$ cat src/rtl/brec_pkg.sv
package brec_pkg;
  typedef enum logic [2:0] {
    ST_IDLE,
    ST_CLK_LO,
    ST_CLK_HI,
    ST_STA_HOLD,
    ST_STA_LOW,
    ST_STP_HIGH,
    ST_STP_REL
  } brec_state_e;
endpackage

$ cat src/rtl/brec_timer.sv
module brec_timer #(
  parameter int unsigned HALF_PERIOD = 1000
) (
  input  logic clk_i,
  input  logic rst_ni,
  input  logic run_i,
  output logic tick_o
);
  localparam int unsigned CW = (HALF_PERIOD > 1) ? $clog2(HALF_PERIOD) : 1;
  localparam logic [CW-1:0] LAST = CW'(HALF_PERIOD - 1);

  logic [CW-1:0] cnt_q;

  assign tick_o = run_i && (cnt_q == LAST);

  always_ff @(posedge clk_i or negedge rst_ni) begin
    if (!rst_ni)               cnt_q <= '0;
    else if (!run_i || tick_o) cnt_q <= '0;
    else                       cnt_q <= cnt_q + 1'b1;
  end

  // a phase never outlasts HALF_PERIOD cycles
  p_phase_len_r2: assert property (@(posedge clk_i) disable iff (!rst_ni)
    cnt_q <= LAST);

  // every phase starts counting from zero
  p_idle_clears_r2: assert property (@(posedge clk_i) disable iff (!rst_ni)
    !run_i |=> (cnt_q == '0));
endmodule

$ cat src/rtl/brec_count.sv
module brec_count #(
  parameter int unsigned LIMIT = 9
) (
  input  logic clk_i,
  input  logic rst_ni,
  input  logic clr_i,
  input  logic inc_i,
  output logic last_o
);
  localparam int unsigned CW = $clog2(LIMIT + 1);
  localparam logic [CW-1:0] LAST = CW'(LIMIT - 1);
  localparam logic [CW-1:0] TOP  = CW'(LIMIT);

  logic [CW-1:0] cnt_q;

  assign last_o = (cnt_q == LAST);

  always_ff @(posedge clk_i or negedge rst_ni) begin
    if (!rst_ni)    cnt_q <= '0;
    else if (clr_i) cnt_q <= '0;
    else if (inc_i) cnt_q <= cnt_q + 1'b1;
  end

  // the dummy clock count never exceeds LIMIT
  p_clk_bound_r2: assert property (@(posedge clk_i) disable iff (!rst_ni)
    cnt_q <= TOP);
endmodule

$ cat src/rtl/bus_unstick_seq.sv
module bus_unstick_seq
  import brec_pkg::*;
#(
  parameter int unsigned HALF_PERIOD  = 1000,
  parameter int unsigned DUMMY_CLOCKS = 9,
  parameter bit          AUTO_START   = 1'b1
) (
  input  logic clk_i,
  input  logic rst_ni,
  input  logic trig_i,
  output logic scl_pd_o,
  output logic sda_pd_o,
  output logic busy_o,
  output logic done_o
);
  brec_state_e state_q, state_d;
  logic tick, last_clk, boot_q, done_q, accept;

  brec_timer #(.HALF_PERIOD(HALF_PERIOD)) u_timer (
    .clk_i  (clk_i),
    .rst_ni (rst_ni),
    .run_i  (busy_o),
    .tick_o (tick)
  );

  brec_count #(.LIMIT(DUMMY_CLOCKS)) u_count (
    .clk_i  (clk_i),
    .rst_ni (rst_ni),
    .clr_i  (state_q == ST_IDLE),
    .inc_i  ((state_q == ST_CLK_HI) && tick),
    .last_o (last_clk)
  );

  assign accept = (state_q == ST_IDLE) && (trig_i || boot_q);

  always_comb begin
    state_d = state_q;
    unique case (state_q)
      ST_IDLE:     if (accept) state_d = ST_CLK_LO;
      ST_CLK_LO:   if (tick)   state_d = ST_CLK_HI;
      ST_CLK_HI:   if (tick)   state_d = last_clk ? ST_STA_HOLD : ST_CLK_LO;
      ST_STA_HOLD: if (tick)   state_d = ST_STA_LOW;
      ST_STA_LOW:  if (tick)   state_d = ST_STP_HIGH;
      ST_STP_HIGH: if (tick)   state_d = ST_STP_REL;
      ST_STP_REL:  if (tick)   state_d = ST_IDLE;
      default:                 state_d = ST_IDLE;
    endcase
  end

  always_ff @(posedge clk_i or negedge rst_ni) begin
    if (!rst_ni) begin
      state_q <= ST_IDLE;
      boot_q  <= AUTO_START;
      done_q  <= 1'b0;
    end else begin
      state_q <= state_d;
      boot_q  <= 1'b0;
      done_q  <= (state_q == ST_STP_REL) && tick;
    end
  end

  // open-drain: only pull-down enables, release = 0
  assign scl_pd_o = (state_q == ST_CLK_LO) || (state_q == ST_STA_LOW);
  assign sda_pd_o = (state_q == ST_STA_HOLD) || (state_q == ST_STA_LOW) ||
                    (state_q == ST_STP_HIGH);
  assign busy_o   = (state_q != ST_IDLE);
  assign done_o   = done_q;

  // SDA may only fall while SCL is released (start)
  p_start_scl_high_r3: assert property (@(posedge clk_i) disable iff (!rst_ni)
    $rose(sda_pd_o) |-> !scl_pd_o);

  // SDA may only rise while SCL is released (stop)
  p_stop_scl_high_r5: assert property (@(posedge clk_i) disable iff (!rst_ni)
    $fell(sda_pd_o) |-> !scl_pd_o);

  // done is a single-cycle pulse seen outside a run
  p_done_pulse_r6: assert property (@(posedge clk_i) disable iff (!rst_ni)
    done_o |-> (!busy_o ##1 !done_o));

  // between timer ticks the lines hold, whatever trig_i does
  p_hold_while_busy_r7: assert property (@(posedge clk_i) disable iff (!rst_ni)
    (busy_o && !tick) |=> $stable({scl_pd_o, sda_pd_o, busy_o}));
endmodule

$ cat config.mk
export PLATFORM = sky130hd
export DESIGN_NAME = bus_unstick_seq
export DESIGN_NICKNAME = d
export VERILOG_FILES = /design/src/rtl/brec_pkg.sv /design/src/rtl/brec_timer.sv /design/src/rtl/brec_count.sv /design/src/rtl/bus_unstick_seq.sv
export SDC_FILE = /design/constraint.sdc
export NUM_CORES = 1
export LEC_CHECK = 0
export CORE_ASPECT_RATIO = 1.75
export CORE_MARGIN = 2
export CORE_UTILIZATION = 28
export DETAILED_ROUTE_END_ITERATION = 8
export PLACE_DENSITY_LB_ADDON = 0.15
export SKIP_CTS_REPAIR_TIMING = 1
export SYNTH_ARGS = -nofsm -noshare
export SYNTH_HDL_FRONTEND = slang
export SYNTH_SLANG_ARGS = --single-unit
$ cat constraint.sdc
create_clock -name clk_i -period 2.5 [get_ports clk_i]
set_input_delay 0.375 -clock clk_i [delete_from_list [all_inputs] [get_ports clk_i]]
set_output_delay 0.375 -clock clk_i [all_outputs]
set_load 0.1 [all_outputs]
After elaboration in Yosys (flattened, before gate mapping)
Cells that the tools add are included.
{"block": "totals", "reg_bits": 19, "input_bits": 3, "out_inout_bits": 4, "elab_cells": 48}
{"block": "classes", "n_addsub": 2, "eq_ne": 15, "mux": 12, "reduce_logical": 14}
{"operator": "2-to-1 mux 3 bit", "n": 7}
{"operator": "one-hot mux 3 bit (7 select lines)", "n": 1}
{"operator": "inequality test 2 bit, second input constant", "n": 7}
{"operator": "adder 10 x 1 -> 10 bit, second input constant", "n": 1}
{"operator": "equality test 10 bit, second input constant", "n": 1}
{"operator": "2-to-1 mux 10 bit", "n": 1}
{"operator": "equality test 3 bit, second input constant", "n": 3}
{"operator": "2-to-1 mux 4 bit", "n": 2}
{"operator": "AND reduction 7 bit", "n": 1}
{"operator": "equality test 3 x 2 -> 1 bit, second input constant", "n": 2}
{"operator": "logical OR 1 bit", "n": 5}
{"operator": "adder 4 x 1 -> 4 bit, second input constant", "n": 1}
{"operator": "equality test 4 bit, second input constant", "n": 1}
{"operator": "logical AND 1 bit", "n": 4}
{"operator": "equality test 3 x 1 -> 1 bit, second input constant", "n": 1}
{"operator": "zero test 3 bit", "n": 1}
{"operator": "nonzero test 3 bit", "n": 1}
{"operator": "2-to-1 mux 2 bit", "n": 1}
{"operator": "nonzero test 2 bit", "n": 1}
{"operator": "zero test 1 bit", "n": 1}

Logic depth before layout (Yosys ltp)
{"block": "depth", "word_depth": 5, "mapped_depth": 6, "mapped_depth_nobuf": 6}

Hierarchy
A second synthesis with hierarchy kept.
{"block": "unflattened", "hier_cells": 101, "hier_area_um2": 1014.7}
{"module": "brec_timer", "instances": 1, "cells_each": 50, "area_per_inst_um2": 523.0, "seq_area_each_um2": 250.2}
{"module": "bus_unstick_seq", "instances": 1, "cells_each": 30, "area_per_inst_um2": 271.5, "seq_area_each_um2": 126.4}
{"module": "brec_count", "instances": 1, "cells_each": 21, "area_per_inst_um2": 220.2, "seq_area_each_um2": 100.1}

Worst setup path after synthesis
Ideal clock, no wire load.
{"block": "synth_path", "path_kind": "register to output", "start": "register state_q[2]", "end": "output sda_pd_o", "t_arrival_ns": 2.659, "t_required_ns": 2.125, "slack_ns": -0.534, "path_stages_with_launch": 4, "n_path_buf": 1, "path_cell_list": "dfrtp_1 -> buf_2 -> inv_1 -> o21ai_0"}
{"block": "synth_via", "elab_chain_len": 3, "word_cells_on_any_way": 5, "cone_classes": "eq/ne (3); reduce/logical (2)"}
{"element": "start: declaration", "line": "bus_unstick_seq.sv:16", "rtl": "brec_state_e state_q, state_d;"}
{"element": "start signal: assignment", "line": "bus_unstick_seq.sv:56", "rtl": "state_q <= state_d;"}
{"element": "equality test 3 x 2 -> 1 bit or equality test 3 bit (tied branches)", "line": "bus_unstick_seq.sv:64", "rtl": "assign sda_pd_o = (state_q == ST_STA_HOLD) || (state_q == ST_STA_LOW) ||"}
{"element": "logical OR 1 bit", "line": "bus_unstick_seq.sv:64"}
{"element": "logical OR 1 bit *", "line": "bus_unstick_seq.sv:64"}
{"element": "end: declaration", "line": "bus_unstick_seq.sv:12", "rtl": "output logic sda_pd_o,"}
Mark *: on every way between the ends. The rest lies on a longest branch, timed or not.

Worst setup path in the final report
{"block": "layout_path", "start": "register state_q[0]", "end": "output busy_o"}
{"block": "layout_via", "elab_chain_len": 1}
{"element": "nonzero test 3 bit", "line": "bus_unstick_seq.sv:66", "rtl": "assign busy_o = (state_q != ST_IDLE);"}
{"element": "end: declaration", "line": "bus_unstick_seq.sv:13", "rtl": "output logic busy_o,"}
Every way passes these cells.

==> out/metrics.cfg <==
[critical_path]
cp_num_buf_inv = 3
cp_max_fo = 11
r2r.worst_path.cells = 5
cp.arrival_ps = 1440
cp_cell_sequence = nor3_1 > buf_4 > inv_1 > buf_4
end_kind = output port
cp-start-kind = flip-flop
required_ps = 2120
slowest_delay_ps = 560
cp.depth = 4
worstSetupPathType = flip-flop to output port
crit_slowest_cell = dfrtp_1
cp_common_cell = buf_4
critical-path-top-delay-family = flip-flops

[synth]
netlist_area_um2 = 978
synth.top_cells.by_area = dfrtp_1, xnor2_1, nor2_1, ha_1, xor2_1
yosysSeqAreaShare = 0.487
synth.net_count = 106
synth_cell_types = 28
postSynthAreaPerCell_um2 = 9.78
yosysTopAreaCell = dfrtp_1
yosysWarnings = 0
ys_ff_latch = 19
synth_top_area_frac = 0.460
synthCells = 100

[timing]
drv_slew = 0
period_needed_ps = 1820
hold_viol_final = 0
clock_skew_ps = 2.61
hold-worst-slack_ps = 460
setup_viol = 0
fmax_mhz = 550
grt_setup_unrepaired = false
finalCritPeriodShare = 0.727
tns_ps = 0

[pwr]
ir_drop_mv = 0.488
p_leak_nw = 0.484
finalPower_mw = 0.753
power_density_mw_per_mm2 = 669

[job]
max_cap_viol_count = 0

[detailed_routing]
routed_wl_um = 1810
ant_nets = 0
first_pass_iters = 4
drt_iter0_markers = 14
drc = 0
viasPerCell = 4.57
vias = 699
wl_per_cell_um = 11.8

[placement]
hpwl_um = 1380
portBuffers = 6
gp_congestion = 0.737

[grt]
grt_start_max_net_pins = 20
grt_pass1_wl_um = 3180
grtUsageTotal = 0.104
grt_pass1_vias = 715
gr-total-overflow = 0
antenna_found_initial = 0

[run_status]
status = finished, final reports clean

[clock_network]
cts.sinks = 19
clk_latency_ps = 250
root_buffer = clkbuf_8
htree_levels = 1
cts_made_buffers = 3
clk_pin_slew_ps = 70
cts_max_path_buffers = 2
cts_tree = built

[floorplanning]
dieWidth_um = 48.7
die_h_um = 82.2
ioPinCount = 7
initial_core_util = 0.291
rows = 28
fp.dieArea_mm2 = 0.00400
core_mm2 = 0.00336

[cells_and_area]
drive_gt1_frac = 0.120
final_net_count = 115
utilization = 0.334
n_antenna_cell = 0
syn_to_final_growth_pct = 15.0
nFillCells = 384

[hold_path]
worstHoldPathType = input port to asynchronous set/reset pin

[Yosys cell counts]
library cell  instances
nor2b_1               1
a31oi_1               2
nor2_1               12
and3_1                3
nor3b_2               1
nand4_4               1
nand4_1               2
and4bb_2              1
nor3_1                3
nand2b_1              1
and4_1                2
dfrtp_1              18
ha_1                  3
conb_1                1
mux2i_1               1
xnor2_1               6
xor2_1                4
dfstp_2               1
buf_2                 4
nand3_1               5
a21oi_1               4
o211a_1               1
nand2_1               6
o31ai_1               1
inv_1                 6
or3_1                 2
nor4_1                2
o21ai_0               6
[metrics by stage]
step | area [µm²] | cells | setup slack [ps]
2_1_floorplan | 978 | 100 | 217
4_1_cts | 1120 | 153 | 672
6_report | 1120 | 153 | 682
3_3_place_gp | 1080 | 149 | 930
3_5_place_dp | 1080 | 149 | 894
5_1_grt | 1120 | 153 | 576
[registers in the layout (all words and copies together) (netlist names)]
register / count
u_count.cnt_q: 4
state_q: 3
u_timer.cnt_q: 10
boot_q: 1
done_o: 1
[cell families after synthesis]
logic type               Yosys count  share of synthesized area
AND/OR/NAND/NOR                   42                      0.246
flip-flops                        19                      0.487
AO/OA/AOI/OAI                     14                     0.0818
XOR/XNOR                          10                     0.0895
buffers and inverters             10                     0.0435
adder cells (fa/ha/maj)            3                     0.0384
other                              1                    0.00383
multiplexers                       1                     0.0102
[power breakdown]
part / internal [mW] / switching [mW]
logic: 0.0598 / 0.0465
clock network: 0.113 / 0.0959
registers: 0.361 / 0.0765
[cells in the final DEF, fill, tap and decap left out, drive strengths merged, types with 2 or more instances in the layout]
master and instances:
dfrtp 18, nor2 12, inv 6, nand2 6
xnor2 6, buf 6, o21ai 6, nand3 5
xor2 4, a21oi 4, clkbuf 4, nor3 3
and3 3, ha 3, nand4 3, and4 2
nor4 2, a31oi 2, or3 2, clkdlybuf4s50 2
[final timing paths]
| path | start | endpoint | slack (ps) |
|---|---|---|---|
| worst max-delay path | state_q[0]$_DFFE_PN0P_ | busy_o | 680 |
| worst min-delay path | rst_ni | u_timer.cnt_q[7]$_DFF_PN0_ | 460 |
| worst max register to register | u_timer.cnt_q[0]$_DFF_PN0_ | u_count.cnt_q[3]$_DFFE_PN0P_ | 890 |
| worst min register to register | u_timer.cnt_q[0]$_DFF_PN0_ | u_timer.cnt_q[0]$_DFF_PN0_ | 480 |
| max in group asynchronous | rst_ni | boot_q$_DFF_PN1_ | 1770 |
| min in group clk_i | u_timer.cnt_q[0]$_DFF_PN0_ | u_timer.cnt_q[0]$_DFF_PN0_ | 480 |
[final cells by class]
| class | instances | area, µm² | share of cell area |
|---|---|---|---|
| clock buffer | 4 | 45.0 | 0.0400 |
| sequential | 19 | 477 | 0.424 |
| inverter | 6 | 22.5 | 0.0200 |
| multi-input combinational | 71 | 459 | 0.408 |
| timing repair buffer | 8 | 65.1 | 0.0578 |
| tap | 45 | 56.3 | 0.0501 |
[worst reg2reg max path: cells and delay by family (launching register included)]
family          cells  cell delay (ps)
simple gates        3              810
flops               1              380
compound gates      1              140
fa+ha+maj           1              210
[per-layer routing]
layer / track usage / wire, µm
met4: 0.0514 / 21
met1: 0.109 / 763
met2: 0.200 / 1000
met3: 0.0162 / 21
met5: 0 / 0
No activity file was read; power rests on OpenSTA's default activity.
